--- config.mk ---
export PLATFORM = sky130hd
export DESIGN_NAME = keyguard_top
export DESIGN_NICKNAME = d
export VERILOG_FILES = /design/src/rtl/keyguard_pkg.sv /design/src/rtl/kg_lock.sv /design/src/rtl/kg_commit.sv /design/src/rtl/kg_masked_reg.sv /design/src/rtl/keyguard_top.sv
export SDC_FILE = /design/constraint.sdc
export NUM_CORES = 1
export LEC_CHECK = 0
export ABC_AREA = 1
export BUFFER_PORTS_ARGS = -buffer_cell sky130_fd_sc_hd__buf_2
export CAP_MARGIN = 20
export CORE_ASPECT_RATIO = 1.2
export CORE_MARGIN = 2
export CORE_UTILIZATION = 25
export CTS_BUF_LIST = sky130_fd_sc_hd__clkbuf_4 sky130_fd_sc_hd__clkbuf_8 sky130_fd_sc_hd__clkbuf_16
export DETAILED_ROUTE_END_ITERATION = 7
export GPL_ROUTABILITY_DRIVEN = 0
export MAX_ROUTING_LAYER = met4
export PLACE_DENSITY_LB_ADDON = 0.3
export SLEW_MARGIN = 20
export SYNTH_ARGS = -nofsm -noshare
export SYNTH_HDL_FRONTEND = slang
export SYNTH_SLANG_ARGS = --single-unit
--- constraint.sdc ---
create_clock -name clk -period 1.4 [get_ports clk]
set_input_delay 0.14 -clock clk [delete_from_list [all_inputs] [get_ports clk]]
set_output_delay 0.14 -clock clk [all_outputs]
set_load 0.1 [all_outputs]
--- src/rtl/keyguard_pkg.sv ---
package keyguard_pkg;
   localparam int unsigned KG_ADDR_W   = 12;
   localparam int unsigned KG_DATA_W   = 32;
   localparam int unsigned KG_REG_W    = 8;
   localparam logic [31:0] KG_KEY      = 32'h0ACC_E551;
   localparam logic [11:0] KG_OFF_ALTF = 12'h420;
   localparam logic [11:0] KG_OFF_LOCK = 12'h520;
   localparam logic [11:0] KG_OFF_CMIT = 12'h524;

   typedef enum logic [1:0] {
      SEL_NONE = 2'd0,
      SEL_ALTF = 2'd1,
      SEL_LOCK = 2'd2,
      SEL_CMIT = 2'd3
   } kg_sel_e;
endpackage

--- src/rtl/kg_lock.sv ---
module kg_lock #(
   parameter int unsigned          DATA_W = 32,
   parameter logic [DATA_W-1:0]    KEY    = '0
) (
   input  logic              clk,
   input  logic              rst_n,
   input  logic              wr,
   input  logic [DATA_W-1:0] wdata,
   input  logic [DATA_W/8-1:0] strb,
   output logic              locked
);
   localparam int unsigned STRB_W = DATA_W / 8;

   logic full_lanes;
   logic key_ok;

   assign full_lanes = &strb;
   assign key_ok     = full_lanes && (wdata == KEY);

   always_ff @(posedge clk or negedge rst_n) begin
      if (!rst_n)  locked <= 1'b1;
      else if (wr) locked <= ~key_ok;
   end

   AST_KEY_UNLOCKS: assert property (@(posedge clk) disable iff (!rst_n)
      (wr && (strb == {STRB_W{1'b1}}) && (wdata == KEY)) |=> !locked);
   AST_BAD_KEY_LOCKS: assert property (@(posedge clk) disable iff (!rst_n)
      (wr && ((strb != {STRB_W{1'b1}}) || (wdata != KEY))) |=> locked);
   AST_LOCK_HOLDS: assert property (@(posedge clk) disable iff (!rst_n)
      !wr |=> $stable(locked));
endmodule

--- src/rtl/kg_commit.sv ---
module kg_commit #(
   parameter int unsigned       REG_W    = 8,
   parameter logic [REG_W-1:0]  RST_MASK = '1
) (
   input  logic             clk,
   input  logic             rst_n,
   input  logic             wr,
   input  logic             locked,
   input  logic [REG_W-1:0] wdata,
   output logic [REG_W-1:0] mask
);
   logic accept;
   assign accept = wr & ~locked;

   always_ff @(posedge clk or negedge rst_n) begin
      if (!rst_n)      mask <= RST_MASK;
      else if (accept) mask <= wdata;
   end

   AST_LOCKED_MASK_HOLDS: assert property (@(posedge clk) disable iff (!rst_n)
      locked |=> $stable(mask));
   AST_UNLOCKED_STORE: assert property (@(posedge clk) disable iff (!rst_n)
      (wr && !locked) |=> (mask == $past(wdata)));
endmodule

--- src/rtl/kg_masked_reg.sv ---
module kg_masked_reg #(
   parameter int unsigned       REG_W   = 8,
   parameter logic [REG_W-1:0]  RST_VAL = '0
) (
   input  logic             clk,
   input  logic             rst_n,
   input  logic             wr,
   input  logic [REG_W-1:0] wdata,
   input  logic [REG_W-1:0] wmask,
   output logic [REG_W-1:0] q
);
   for (genvar i = 0; i < REG_W; i++) begin : g_bit
      logic bit_we;
      assign bit_we = wr & wmask[i];

      always_ff @(posedge clk or negedge rst_n) begin
         if (!rst_n)      q[i] <= RST_VAL[i];
         else if (bit_we) q[i] <= wdata[i];
      end

      AST_MASKED_BIT_HOLDS: assert property (@(posedge clk) disable iff (!rst_n)
         !wmask[i] |=> $stable(q[i]));
   end
endmodule

--- src/rtl/keyguard_top.sv ---
module keyguard_top
   import keyguard_pkg::*;
#(
   parameter int unsigned          ADDR_W   = KG_ADDR_W,
   parameter int unsigned          DATA_W   = KG_DATA_W,
   parameter int unsigned          REG_W    = KG_REG_W,
   parameter logic [DATA_W-1:0]    KEY      = KG_KEY,
   parameter logic [ADDR_W-1:0]    OFF_ALTF = KG_OFF_ALTF,
   parameter logic [ADDR_W-1:0]    OFF_LOCK = KG_OFF_LOCK,
   parameter logic [ADDR_W-1:0]    OFF_CMIT = KG_OFF_CMIT
) (
   input  logic                  clk,
   input  logic                  rst_n,
   input  logic                  bus_wr,
   input  logic [DATA_W/8-1:0]   bus_strb,
   input  logic [ADDR_W-1:0]     bus_addr,
   input  logic [DATA_W-1:0]     bus_wdata,
   output logic [DATA_W-1:0]     bus_rdata,
   output logic                  locked_o,
   output logic [REG_W-1:0]      commit_mask_o,
   output logic [REG_W-1:0]      altfn_o
);
   localparam int unsigned PAD_W = DATA_W - REG_W;

   if ((DATA_W % 8) != 0 || DATA_W < 8) begin : g_bad_data
      $error("keyguard_top: DATA_W must be a positive multiple of 8");
   end
   if (REG_W < 1 || REG_W > 8) begin : g_bad_reg
      $error("keyguard_top: REG_W must lie in 1..8 to fit byte lane 0");
   end
   if (OFF_ALTF == OFF_LOCK || OFF_ALTF == OFF_CMIT || OFF_LOCK == OFF_CMIT) begin : g_bad_map
      $error("keyguard_top: register offsets must be distinct");
   end

   kg_sel_e wsel;
   kg_sel_e rsel;

   always_comb begin
      if (bus_addr == OFF_LOCK)      rsel = SEL_LOCK;
      else if (bus_addr == OFF_CMIT) rsel = SEL_CMIT;
      else if (bus_addr == OFF_ALTF) rsel = SEL_ALTF;
      else                           rsel = SEL_NONE;
      wsel = bus_wr ? rsel : SEL_NONE;
   end

   logic lane0;
   assign lane0 = bus_strb[0];

   logic wr_lock, wr_cmit, wr_altf;
   assign wr_lock = (wsel == SEL_LOCK);
   assign wr_cmit = (wsel == SEL_CMIT) && lane0;
   assign wr_altf = (wsel == SEL_ALTF) && lane0;

   kg_lock #(.DATA_W(DATA_W), .KEY(KEY)) u_lock (
      .clk    (clk),
      .rst_n  (rst_n),
      .wr     (wr_lock),
      .wdata  (bus_wdata),
      .strb   (bus_strb),
      .locked (locked_o)
   );

   kg_commit #(.REG_W(REG_W), .RST_MASK({REG_W{1'b1}})) u_commit (
      .clk    (clk),
      .rst_n  (rst_n),
      .wr     (wr_cmit),
      .locked (locked_o),
      .wdata  (bus_wdata[REG_W-1:0]),
      .mask   (commit_mask_o)
   );

   kg_masked_reg #(.REG_W(REG_W), .RST_VAL({REG_W{1'b0}})) u_altf (
      .clk    (clk),
      .rst_n  (rst_n),
      .wr     (wr_altf),
      .wdata  (bus_wdata[REG_W-1:0]),
      .wmask  (commit_mask_o),
      .q      (altfn_o)
   );

   always_comb begin
      unique case (rsel)
         SEL_LOCK: bus_rdata = {{(DATA_W-1){1'b0}}, locked_o};
         SEL_CMIT: bus_rdata = {{PAD_W{1'b0}}, commit_mask_o};
         SEL_ALTF: bus_rdata = {{PAD_W{1'b0}}, altfn_o};
         default:  bus_rdata = '0;
      endcase
   end

   AST_NO_LANE0_HOLDS: assert property (@(posedge clk) disable iff (!rst_n)
      (bus_wr && !bus_strb[0]) |=> ($stable(commit_mask_o) && $stable(altfn_o)));
   AST_IDLE_HOLDS: assert property (@(posedge clk) disable iff (!rst_n)
      !bus_wr |=> ($stable(commit_mask_o) && $stable(altfn_o) && $stable(locked_o)));
   AST_LOCK_READ: assert property (@(posedge clk) disable iff (!rst_n)
      (bus_addr == OFF_LOCK) |-> (bus_rdata == {{(DATA_W-1){1'b0}}, locked_o}));
endmodule

==> out/results.ini <==
[grt]
grt_pass1_wl_mm = 6.62
grt_max_degree = 18
track_usage_pct = 13.6
overflow = 0
antenna_found_initial = 0
grt_pass1_vias = 1534

[timing]
clock.fmax_mhz = 672
fin_skew_ps = 2.08
setup_violations = 8
hold_viol = 0
fin_crit_ps = 1490
slew_viol_final = 0
worst_slack_ps = -87.2
worst_hold_slack_ps = 111
rsz0062_at_grt = true
period_share_pct = 106

[die]
rows = 30
initial_core_util_pct = 25.5
die-width_um = 72.9
die_area_mm2 = 0.00632
boundaryPins = 100
core_mm2 = 0.00559
dieHeight_um = 86.7

[detailed_routing]
vias = 1590
drc = 0
drt-initial-drc-count = 37
avgRoutedWirePerCell_um = 11.0
viasPerCell = 4.22
antenna_left = 0
finalWirelength_mm = 4.14
first_pass_iters = 4

[worst_setup_path]
required_ps = 1260
crit_arrival_ps = 1350
end_kind = output port
worstPathMaxFanout = 2
critPathKind = register to output port
start_kind = register

[synthesis]
synth_cell_types = 18
syn_inst = 220
yosys_warnings = 0
ys_seq_elements = 17
netlist_area_mm2 = 0.00142
seq_area_frac_synth_pct = 30.7
avgSynthCellArea_um2 = 6.47

[clock_tree]
clock_path_buffers = 2
cts_buffers = 3
cts_tree = done
clock_sinks = 17
clkTransAtPathRegs_ps = 70
clockRootBuffer = clkbuf_8
worstSkewPairLatency_ps = 250
h-tree-depth = 1

[power]
switching_share_pct = 41.3
power_frac_seq_pct = 37.2
p_comb_share_pct = 34.5
ir_drop_v = 0.000295
internal-power_uw = 776
total_power_mw = 1.32
p_sw_uw = 547
power_leakage_nw = 1.34
power_density_mw_per_mm2 = 540
power.share.clock_pct = 28.3

[finish]
area_growth_pct = 72.1
insertedDiodeCount = 0
drive_gt1_share_pct = 44.4
final_common_cell = buf_2
fill_cells = 591
utilization_pct = 43.8
seq_area_um2 = 444
multiInputGateArea_um2 = 883
nets = 365
final_cell_mix = buf_2, nand2_1, inv_1

[placement]
pre_cts_ws_ps = -26.6
numPortBuffers = 75
hpwlAfterDp_mm = 3.22

[flow_run]
cap_violations = 0

[status]
status = finished, violations left
violations = setup timing

[worst_hold_path]
holdCritPathClass = input pin to register

==> worst paths after layout <==
check,start,cells past startpoint,endpoint,slack (ps)
worst max-delay path,u_lock.locked,3,bus_rdata[0],-90
worst min-delay path,bus_wdata[5],3,u_commit.mask[5],110
worst max register to register,u_lock.locked,5,u_commit.mask[6],150
worst min register to register,u_commit.mask[2],2,u_commit.mask[2],530
max in group asynchronous,rst_n,2,u_commit.mask[7],720
min in group asynchronous,rst_n,2,u_altf.q[1],350
==> routing by layer <==
| metal | share of wire (%) | wire, um | global-route usage (%) | up-vias |
|---|---|---|---|---|
| li1 | - | - | - | 813 |
| met1 | 41 | 1690 | 15.8 | 724 |
| met2 | 53 | 2180 | 24.2 | 51 |
| met3 | 6.0 | 247 | 2.33 | 2 |
| met4 | 0.41 | 17 | 3.37 | 0 |
| met5 | 0 | 0 | - | - |
==> area by class of cell <==
type / instances / area share (%)
Clock buffer: 3 / 1.69
Timing Repair Buffer: 93 / 34.4
Sequential cell: 17 / 18.1
Multi-Input combinational cell: 158 / 36.1
Inverter: 41 / 6.28
Clock inverter: 1 / 0.204
Tap cell: 64 / 3.27
==> cell families after synthesis <==
logic type             synth area share (%)
other                                 0.263
and+or+nand+nor                        40.7
buffers and inverters                  25.4
AOI/OAI and AO/OA                      2.99
DFF                                    30.7
==> Yosys cell counts <==
library cell  count  area, um2
nand2_1          61        229
inv_1            41        154
buf_4            24        180
nor2_1           23       86.3
nand3_1          19       95.1
nand4_1          13       81.3
dfstp_2           9        236
dfrtp_1           8        200
o21ai_0           7       35.0
nand2_2           3       18.8
nor2_4            3       33.8
buf_6             2       22.5
nor2_2            2       12.5
buf_2             1       5.00
conb_1            1       3.75
nor2b_1           1       6.26
nor3_4            1       16.3
o211ai_1          1       7.51
==> power groups by stage <==
| stage | Combinational [mW] | Sequential, mW | Clock (mW) |
|---|---|---|---|
| detailed placement | 0.440 | 0.501 | 0 |
| finish | 0.456 | 0.492 | 0.374 |
| global route | 0.484 | 0.492 | 0.417 |
| global placement | 0.437 | 0.501 | 0 |
| CTS | 0.445 | 0.492 | 0.388 |
| floorplan | 0.383 | 0.501 | 0 |
==> sequential cells by signal (all words and copies together), names as in the netlist <==
name and count:
u_altf.q 8, u_commit.mask 8, u_lock.locked 1
==> worst max-delay path, cell delays in order, from the launching register on <==
cell and delay (ps):
dfstp_4 620, nand4_1 90, o211ai_1 160, buf_12 220
==> per-stage QoR <==
step / cells / instance area [um2] / setup TNS, ps
after floorplan: 243 / 1560 / -5620
after global placement: 367 / 2190 / -31.4
after detailed placement: 367 / 2190 / -119
after CTS: 374 / 2270 / -100
after global routing: 377 / 2450 / -720
final: 377 / 2450 / -141
==> repair_timing <==
action                                  4_1_cts  5_1_grt
endpoints found under the setup margin        8        8
resized for setup                             3       29
hold endpoints to repair                      8        0
buffers inserted                              2        2
gates cloned                                  0        1
hold buffers                                  1        0
pin swaps                                     1        7
No activity file was read; power rests on OpenSTA's default activity.
